$ cat src/rtl/rpr_pkg.sv
package rpr_pkg;

  // Line that carries the downstream controller in a cascade.
  localparam int unsigned CASCADE_LINE = 2;

  // Source chosen for the next base value, highest rank first in value.
  typedef enum logic [1:0] {
    SRC_HOLD   = 2'd0,
    SRC_EOI    = 2'd1,
    SRC_SPEC   = 2'd2,
    SRC_DIRECT = 2'd3
  } base_src_e;

endpackage

$ cat src/rtl/rpr_prio_find.sv
// Rotated priority search: finds the set bit of vec_i nearest to base_i,
// walking upward with wrap. prio_o = N when vec_i is empty.
module rpr_prio_find #(
  parameter int unsigned N = 8,
  localparam int unsigned IW = $clog2(N),
  localparam int unsigned PW = IW + 1
) (
  input  logic [N-1:0]  vec_i,
  input  logic [IW-1:0] base_i,
  output logic [PW-1:0] prio_o,
  output logic [IW-1:0] line_o
);

  logic [N-1:0] rot;

  // rot[k] is the bit that has relative priority k.
  for (genvar k = 0; k < N; k++) begin : g_rot
    logic [IW-1:0] idx;
    assign idx    = base_i + IW'(k);
    assign rot[k] = vec_i[idx];
  end

  always_comb begin
    prio_o = PW'(N);
    for (int k = N - 1; k >= 0; k--) begin
      if (rot[k]) prio_o = PW'(k);
    end
  end

  assign line_o = prio_o[IW-1:0] + base_i;

  // a reported position is really set in the searched vector.
  always_comb begin
    if (prio_o < PW'(N)) begin
      p_hit_is_set_r6: assert (vec_i[line_o])
        else $error("prio_find reported an unset line");
    end
  end

  // empty result only for an empty vector.
  always_comb begin
    if (prio_o == PW'(N)) begin
      p_empty_vec_r4: assert (vec_i == '0)
        else $error("prio_find missed a set line");
    end
  end

endmodule

$ cat src/rtl/rpr_base_reg.sv
// Rotation base register with ranked load sources.
module rpr_base_reg
  import rpr_pkg::*;
#(
  parameter int unsigned N = 8,
  localparam int unsigned IW = $clog2(N),
  localparam int unsigned PW = IW + 1
) (
  input  logic          clk,
  input  logic          rst_n,
  input  logic          ld_i,
  input  logic [IW-1:0] ld_val_i,
  input  logic          spec_i,
  input  logic [IW-1:0] spec_line_i,
  input  logic          eoi_i,
  input  logic [N-1:0]  isr_i,
  output logic [IW-1:0] base_o
);

  logic [PW-1:0] top_prio;
  logic [IW-1:0] top_line;
  logic          isr_any;
  base_src_e     src;
  logic [IW-1:0] base_nxt;

  // Most urgent in-service line over all bits, for end-of-interrupt rotation.
  rpr_prio_find #(.N(N)) i_isr_top (
    .vec_i (isr_i),
    .base_i(base_o),
    .prio_o(top_prio),
    .line_o(top_line)
  );

  assign isr_any = ~top_prio[PW-1];

  always_comb begin
    if (ld_i)                  src = SRC_DIRECT;
    else if (spec_i)           src = SRC_SPEC;
    else if (eoi_i && isr_any) src = SRC_EOI;
    else                       src = SRC_HOLD;
  end

  always_comb begin
    unique case (src)
      SRC_DIRECT: base_nxt = ld_val_i;
      SRC_SPEC:   base_nxt = spec_line_i + IW'(1);
      SRC_EOI:    base_nxt = top_line + IW'(1);
      default:    base_nxt = base_o;
    endcase
  end

  always_ff @(posedge clk) begin
    if (!rst_n) base_o <= '0;
    else        base_o <= base_nxt;
  end

  p_direct_load_r8: assert property (@(posedge clk) disable iff (!rst_n)
    ld_i |=> base_o == $past(ld_val_i));

  p_spec_rotate_r9: assert property (@(posedge clk) disable iff (!rst_n)
    (!ld_i && spec_i) |=> base_o == $past(spec_line_i) + IW'(1));

  p_eoi_idle_r10: assert property (@(posedge clk) disable iff (!rst_n)
    (!ld_i && !spec_i && eoi_i && isr_i == '0) |=> $stable(base_o));

  p_hold_r11: assert property (@(posedge clk) disable iff (!rst_n)
    (!ld_i && !spec_i && !eoi_i) |=> $stable(base_o));

endmodule

$ cat src/rtl/rot_prio_resolver.sv
// Top: candidate search, in-service search and strict comparison.
module rot_prio_resolver
  import rpr_pkg::*;
#(
  parameter int unsigned N = 8,
  localparam int unsigned IW = $clog2(N),
  localparam int unsigned PW = IW + 1
) (
  input  logic          clk,
  input  logic          rst_n,
  input  logic [N-1:0]  req_i,
  input  logic [N-1:0]  mask_i,
  input  logic [N-1:0]  insvc_i,
  input  logic          nested_en_i,
  input  logic          is_master_i,
  input  logic          base_ld_i,
  input  logic [IW-1:0] base_val_i,
  input  logic          spec_rot_i,
  input  logic [IW-1:0] spec_line_i,
  input  logic          eoi_rot_i,
  output logic          irq_valid_o,
  output logic [IW-1:0] irq_line_o,
  output logic [IW-1:0] base_o
);

  logic [N-1:0]  cand;
  logic [N-1:0]  insvc_eff;
  logic          cascade_exempt;
  logic [PW-1:0] cand_prio;
  logic [PW-1:0] cur_prio;
  logic [IW-1:0] cur_line;

  rpr_base_reg #(.N(N)) i_base (
    .clk        (clk),
    .rst_n      (rst_n),
    .ld_i       (base_ld_i),
    .ld_val_i   (base_val_i),
    .spec_i     (spec_rot_i),
    .spec_line_i(spec_line_i),
    .eoi_i      (eoi_rot_i),
    .isr_i      (insvc_i),
    .base_o     (base_o)
  );

  assign cand           = req_i & ~mask_i;
  assign cascade_exempt = nested_en_i & is_master_i;

  for (genvar i = 0; i < N; i++) begin : g_isr_eff
    if (i == CASCADE_LINE) begin : g_casc
      assign insvc_eff[i] = insvc_i[i] & ~cascade_exempt;
    end else begin : g_plain
      assign insvc_eff[i] = insvc_i[i];
    end
  end

  rpr_prio_find #(.N(N)) i_cand (
    .vec_i (cand),
    .base_i(base_o),
    .prio_o(cand_prio),
    .line_o(irq_line_o)
  );

  rpr_prio_find #(.N(N)) i_cur (
    .vec_i (insvc_eff),
    .base_i(base_o),
    .prio_o(cur_prio),
    .line_o(cur_line)
  );

  // Empty candidate set yields N, never below cur_prio (at most N).
  assign irq_valid_o = cand_prio < cur_prio;

  p_cand_only_r1: assert property (@(posedge clk) disable iff (!rst_n)
    irq_valid_o |-> (req_i[irq_line_o] && !mask_i[irq_line_o]));

  p_base_first_r2: assert property (@(posedge clk) disable iff (!rst_n)
    (req_i[base_o] && !mask_i[base_o] && !insvc_i[base_o])
      |-> (irq_valid_o && irq_line_o == base_o));

  p_not_in_service_r3: assert property (@(posedge clk) disable iff (!rst_n)
    (irq_valid_o && !(cascade_exempt && irq_line_o == IW'(CASCADE_LINE)))
      |-> !insvc_i[irq_line_o]);

  p_base_blocks_r3: assert property (@(posedge clk) disable iff (!rst_n)
    (insvc_i[base_o] && !(cascade_exempt && base_o == IW'(CASCADE_LINE)))
      |-> !irq_valid_o);

  p_blocker_real_r5: assert property (@(posedge clk) disable iff (!rst_n)
    (cur_prio != PW'(N))
      |-> (insvc_i[cur_line] && !(cascade_exempt && cur_line == IW'(CASCADE_LINE))));

  p_no_cand_r4: assert property (@(posedge clk) disable iff (!rst_n)
    (cand == '0) |-> !irq_valid_o);

endmodule

$ cat config.mk
export PLATFORM = sky130hd
export DESIGN_NAME = rot_prio_resolver
export DESIGN_NICKNAME = d
export VERILOG_FILES = /design/src/rtl/rpr_pkg.sv /design/src/rtl/rpr_prio_find.sv /design/src/rtl/rpr_base_reg.sv /design/src/rtl/rot_prio_resolver.sv
export SDC_FILE = /design/constraint.sdc
export NUM_CORES = 1
export LEC_CHECK = 0
export ABC_AREA = 1
export CORE_MARGIN = 10
export CORE_UTILIZATION = 30
export DETAILED_ROUTE_END_ITERATION = 6
export GPL_TIMING_DRIVEN = 0
export SLEW_MARGIN = 0
export SYNTH_ARGS = -nofsm -noshare
export SYNTH_HDL_FRONTEND = slang
export SYNTH_SLANG_ARGS = --single-unit
$ cat constraint.sdc
create_clock -name clk -period 9.7 [get_ports clk]
set_input_delay 1.94 -clock clk [delete_from_list [all_inputs] [get_ports clk]]
set_output_delay 1.94 -clock clk [all_outputs]
set_load 0.02 [all_outputs]
==> summary.txt <==
Logic synthesis
  – Mapped Nets: 340
  – Fraction of synthesis flops using an asynchronous set or reset pin: 0%
  – Synth Warn #: 0
  – Synthesized area: 1560 µm²
  – Post-Syn Area per Cell: 5.32 µm²
  – Post-synthesis sequential element count: 3
  – Primary FF master, synth: sky130_fd_sc_hd__dfxtp_1
  – Instance count of the mapped netlist: 293
  – Yosys cell types: 35
  – Sequential-to-total area share from yosys stat: 3.86%
  – Number of flops mapped to enable cells by yosys: 0

Finish
  – Biggest registers after layout: i_base.base_o: 3 flops
  – Fill count: 566
  – Multi-input gate area: 1310 µm²
  – Sequential cell area: 60.1 µm²
  – Number of diodes added for antenna fixing: 0
  – Area growth from synthesis to final layout: 36.1%
  – Number of nets at the end of the flow: 388
  – Register containing the most flip-flops in the final layout: i_base.base_o
  – Share of final-layout standard cells stronger than drive strength 1: 11.8%
  – Flip-flop count of the largest register after layout: 3
  – Final core utilization: 41.8%
  – Post-route non-filler standard cell count: 410

Clocking
  – TritonCTS clock tree: done
  – Later-pin clock latency in the skew report: 0.22 ns
  – Post-CTS Hold Fix Bufs: 0
  – CTS buffer count: 3
  – CTS H-tree depth: 1
  – Clock Sink Count: 3
  – Post-CTS clock slew at the launch and capture registers of the worst setup and hold paths: 0.03 ns
  – CTS root buf: sky130_fd_sc_hd__clkbuf_8
  – Setup repair bufs after CTS: 0
  – Post-cts sizing count: 0
  – Number of buffers on the longest clock path: 2

Route
  – Pre-antenna DRT Iters: 4
  – Count of nets left with antenna violations after detail routing: 0
  – Via-per-instance ratio: 4.72
  – Routed vias: 1935
  – Count of unresolved DRC violations after routing: 0
  – Average wire length per cell after detail routing: 11.7 µm
  – Total wire length: 4800 µm
  – Number of design-rule violations left by the first detailed-router iteration: 89

Critical path
  – CP most frequent cell: sky130_fd_sc_hd__nand2_1
  – WP buf/inv: 4
  – WP data arrival: 4.83 ns
  – Startpoint-to-endpoint class of the critical path: in2out
  – Cell type of the slowest stage on the worst timing path: sky130_fd_sc_hd__clkdlybuf4s50_1
  – Endpoint type of the worst setup path: output port
  – Peak per-stage delay on the critical path: 0.62 ns
  – Critical path cell sequence: clkdlybuf4s50_1 -> inv_1 -> nor2_1 -> nand2_1 -> nand3_1 -> nand2_1 -> nand2_1 -> nand2_1 -> nand2_1 -> nand2_1 -> nand2_1 -> nand2_1 -> nand2_1 -> nand2_1 -> nand2_1 -> inv_1 -> ha_1 -> fa_1 -> xor2_1 -> xor2_1 -> clkdlybuf4s50_1
  – Required time at the endpoint of the critical path: 7.76 ns
  – Critical path fanouts, max: 2
  – Critical Path Source Type: input pin
  – Kind of cell with the highest combined delay on the critical path: buffers and inverters

Die
  – Initial core utilization: 30.7%
  – Total die area: 8480 µm²
  – Core Box Area: 5070 µm²
  – Rows: 26
  – Number of placed I/O pins: 44
  – Horizontal die dimension: 92.1 µm
  – Die Span Y: 92.1 µm

STA
  – Hold Violations, Final: 0
  – Unrepaired setup endpoints after global routing: no
  – Total setup violations reported at the end of the flow: 0
  – Number of slew-limit violations in the final report: 0
  – Aggregate negative setup slack: 0 ns
  – Setup Skew: 0.00266 ns
  – Minimum clock period after layout: 6.77 ns
  – Least-Margin Pin Slew: 0.521 ns
  – Worst relative slew slack: 65.2%
  – Hold slack final: 0.842 ns
  – Peak Freq: 148 MHz
  – Final Cycle Share: 69.8%

Global routing
  – Global-route wire length before repair: 8140 µm
  – Pin count of the biggest net entering global routing: 12
  – Number of global-route vias before repair: 1839
  – Total routing usage reported by global routing: 11.1%
  – Number of antenna violations at the first check in global routing: 0
  – Grt ovf: 0

Status
  – Run status: complete, no violations

Placement
  – Count of port buffers added during placement: 43
  – GP Congestion: 0.903
  – Number of placed instances, taps included: 406
  – Total half-perimeter wirelength after legalization and detailed placement: 4090 µm

Hold path
  – Path type of the worst min-delay path: reg2reg

Pwr
  – Peak supply drop: 0.000117 V
  – Leakage Power: 1.10 nW
  – Power density over the cells: 148 nW/µm²

Run
  – Count of maximum capacitance violations: 0
area by class of cell:
type / count / share of cell area (%)
buffer: 6 / 2.12
clock buffer: 4 / 2.12
inverter: 37 / 6.55
multi-input combinational: 247 / 61.9
sequential: 3 / 2.83
tap: 70 / 4.13
timing repair buffer: 43 / 20.3
synth_stat cells (4+ instances only):
cell	n	area [µm²]
sky130_fd_sc_hd__a21oi_1	8	40.0
sky130_fd_sc_hd__a31oi_1	5	31.3
sky130_fd_sc_hd__ha_1	8	100
sky130_fd_sc_hd__inv_1	27	101
sky130_fd_sc_hd__inv_2	10	37.5
sky130_fd_sc_hd__nand2_1	99	372
sky130_fd_sc_hd__nand2_2	5	31.3
sky130_fd_sc_hd__nand3_1	54	270
sky130_fd_sc_hd__nand3_2	4	40.0
sky130_fd_sc_hd__nor2_1	21	78.8
sky130_fd_sc_hd__o21ai_0	8	40.0
sky130_fd_sc_hd__o21ai_1	7	35.0
metrics by stage:
step	power [W]	setup slack (ns)	instance area (µm²)
after floorplan	0.000203	3.94	1560
after global placement	0.000277	2.94	2080
after detailed placement	0.000279	2.92	2080
after CTS	0.000318	2.92	2120
after global routing	0.000354	2.63	2120
final	0.000314	2.93	2120
where the power goes:
group	switching [W]	internal [W]	total, W
Sequential	0.00000403	0.0000138	0.0000178
Combinational	0.000152	0.000107	0.000260
Clock	0.00000867	0.0000281	0.0000367
worst reg2reg max path, cell delays in order, from the launching register on:
cell                       delay [ns]
sky130_fd_sc_hd__dfxtp_1         0.64
sky130_fd_sc_hd__inv_2           0.24
sky130_fd_sc_hd__ha_1            0.33
sky130_fd_sc_hd__buf_2           0.18
sky130_fd_sc_hd__inv_2           0.14
sky130_fd_sc_hd__nand2_1         0.07
sky130_fd_sc_hd__nand2_1         0.10
sky130_fd_sc_hd__inv_2           0.05
sky130_fd_sc_hd__o21ai_1         0.20
sky130_fd_sc_hd__nand3_1         0.10
sky130_fd_sc_hd__nand2_1         0.07
sky130_fd_sc_hd__a21oi_1         0.05
sky130_fd_sc_hd__nor2_1          0.09
sky130_fd_sc_hd__o21ai_0         0.08
sky130_fd_sc_hd__ha_1            0.20
sky130_fd_sc_hd__fa_1            0.37
sky130_fd_sc_hd__xor2_1          0.16
sky130_fd_sc_hd__nand3b_1        0.16
sky130_fd_sc_hd__nand2_1         0.07
sky130_fd_sc_hd__nor2_1          0.04
sky130_fd_sc_hd__nor2_1          0.11
sky130_fd_sc_hd__a21oi_1         0.08
routing by layer:
metal | wire, µm | vias up | track usage [%]
li1 | - | 1044 | -
met1 | 2340 | 843 | 13.6
met2 | 2200 | 44 | 19.9
met3 | 219 | 4 | 2.28
met4 | 36 | 0 | 1.67
met5 | 0 | - | 0
cell usage in the layout (no fill, tap or decap), types with 2 or more instances in the layout:
| cell type | netlist | final |
|---|---|---|
| sky130_fd_sc_hd__nand2_2 | 5 | 5 |
| sky130_fd_sc_hd__dfxtp_1 | 3 | 3 |
| sky130_fd_sc_hd__a31oi_1 | 5 | 5 |
| sky130_fd_sc_hd__nor2_2 | 3 | 3 |
| sky130_fd_sc_hd__xor2_1 | 3 | 3 |
| sky130_fd_sc_hd__and2_1 | 2 | 2 |
| sky130_fd_sc_hd__clkbuf_8 | 0 | 3 |
| sky130_fd_sc_hd__nand2_1 | 99 | 99 |
| sky130_fd_sc_hd__buf_2 | 3 | 3 |
| sky130_fd_sc_hd__buf_6 | 2 | 2 |
| sky130_fd_sc_hd__fa_1 | 2 | 2 |
| sky130_fd_sc_hd__o21ai_0 | 8 | 8 |
| sky130_fd_sc_hd__inv_1 | 27 | 27 |
| sky130_fd_sc_hd__o21ai_1 | 7 | 7 |
| sky130_fd_sc_hd__nand3_2 | 4 | 4 |
| sky130_fd_sc_hd__or2_2 | 2 | 2 |
| sky130_fd_sc_hd__nand3_1 | 54 | 54 |
| sky130_fd_sc_hd__nor2_1 | 21 | 21 |
| sky130_fd_sc_hd__ha_1 | 8 | 8 |
| sky130_fd_sc_hd__a21oi_1 | 8 | 8 |
| sky130_fd_sc_hd__inv_2 | 10 | 10 |
| sky130_fd_sc_hd__a21boi_0 | 2 | 2 |
| sky130_fd_sc_hd__nand2_4 | 2 | 2 |
| sky130_fd_sc_hd__clkdlybuf4s50_1 | 0 | 43 |
path summary, 6_finish.rpt:
path                    startpoint                to  slack [ns]  cells after the start
hold / removal    i_base.base_o[2]  i_base.base_o[2]        0.84                      3
setup / recovery          req_i[6]     irq_line_o[2]        2.93                     21
hold reg to reg   i_base.base_o[2]  i_base.base_o[2]        0.84                      3
setup reg to reg  i_base.base_o[1]  i_base.base_o[2]        6.06                     21
logic make-up (layout without fill, tap and decap cells):
logic type,after synthesis,after routing,synth area share (%)
buffers and inverters,43,90,11.8
flip-flops,3,3,3.86
AO/OA/AOI/OAI,34,34,12.4
XOR/XNOR,6,6,5.54
adder cells (fa/ha/maj),10,10,9.00
AND/OR/NAND/NOR,197,197,57.4
Note: power is estimated with default switching activity, not from simulation.
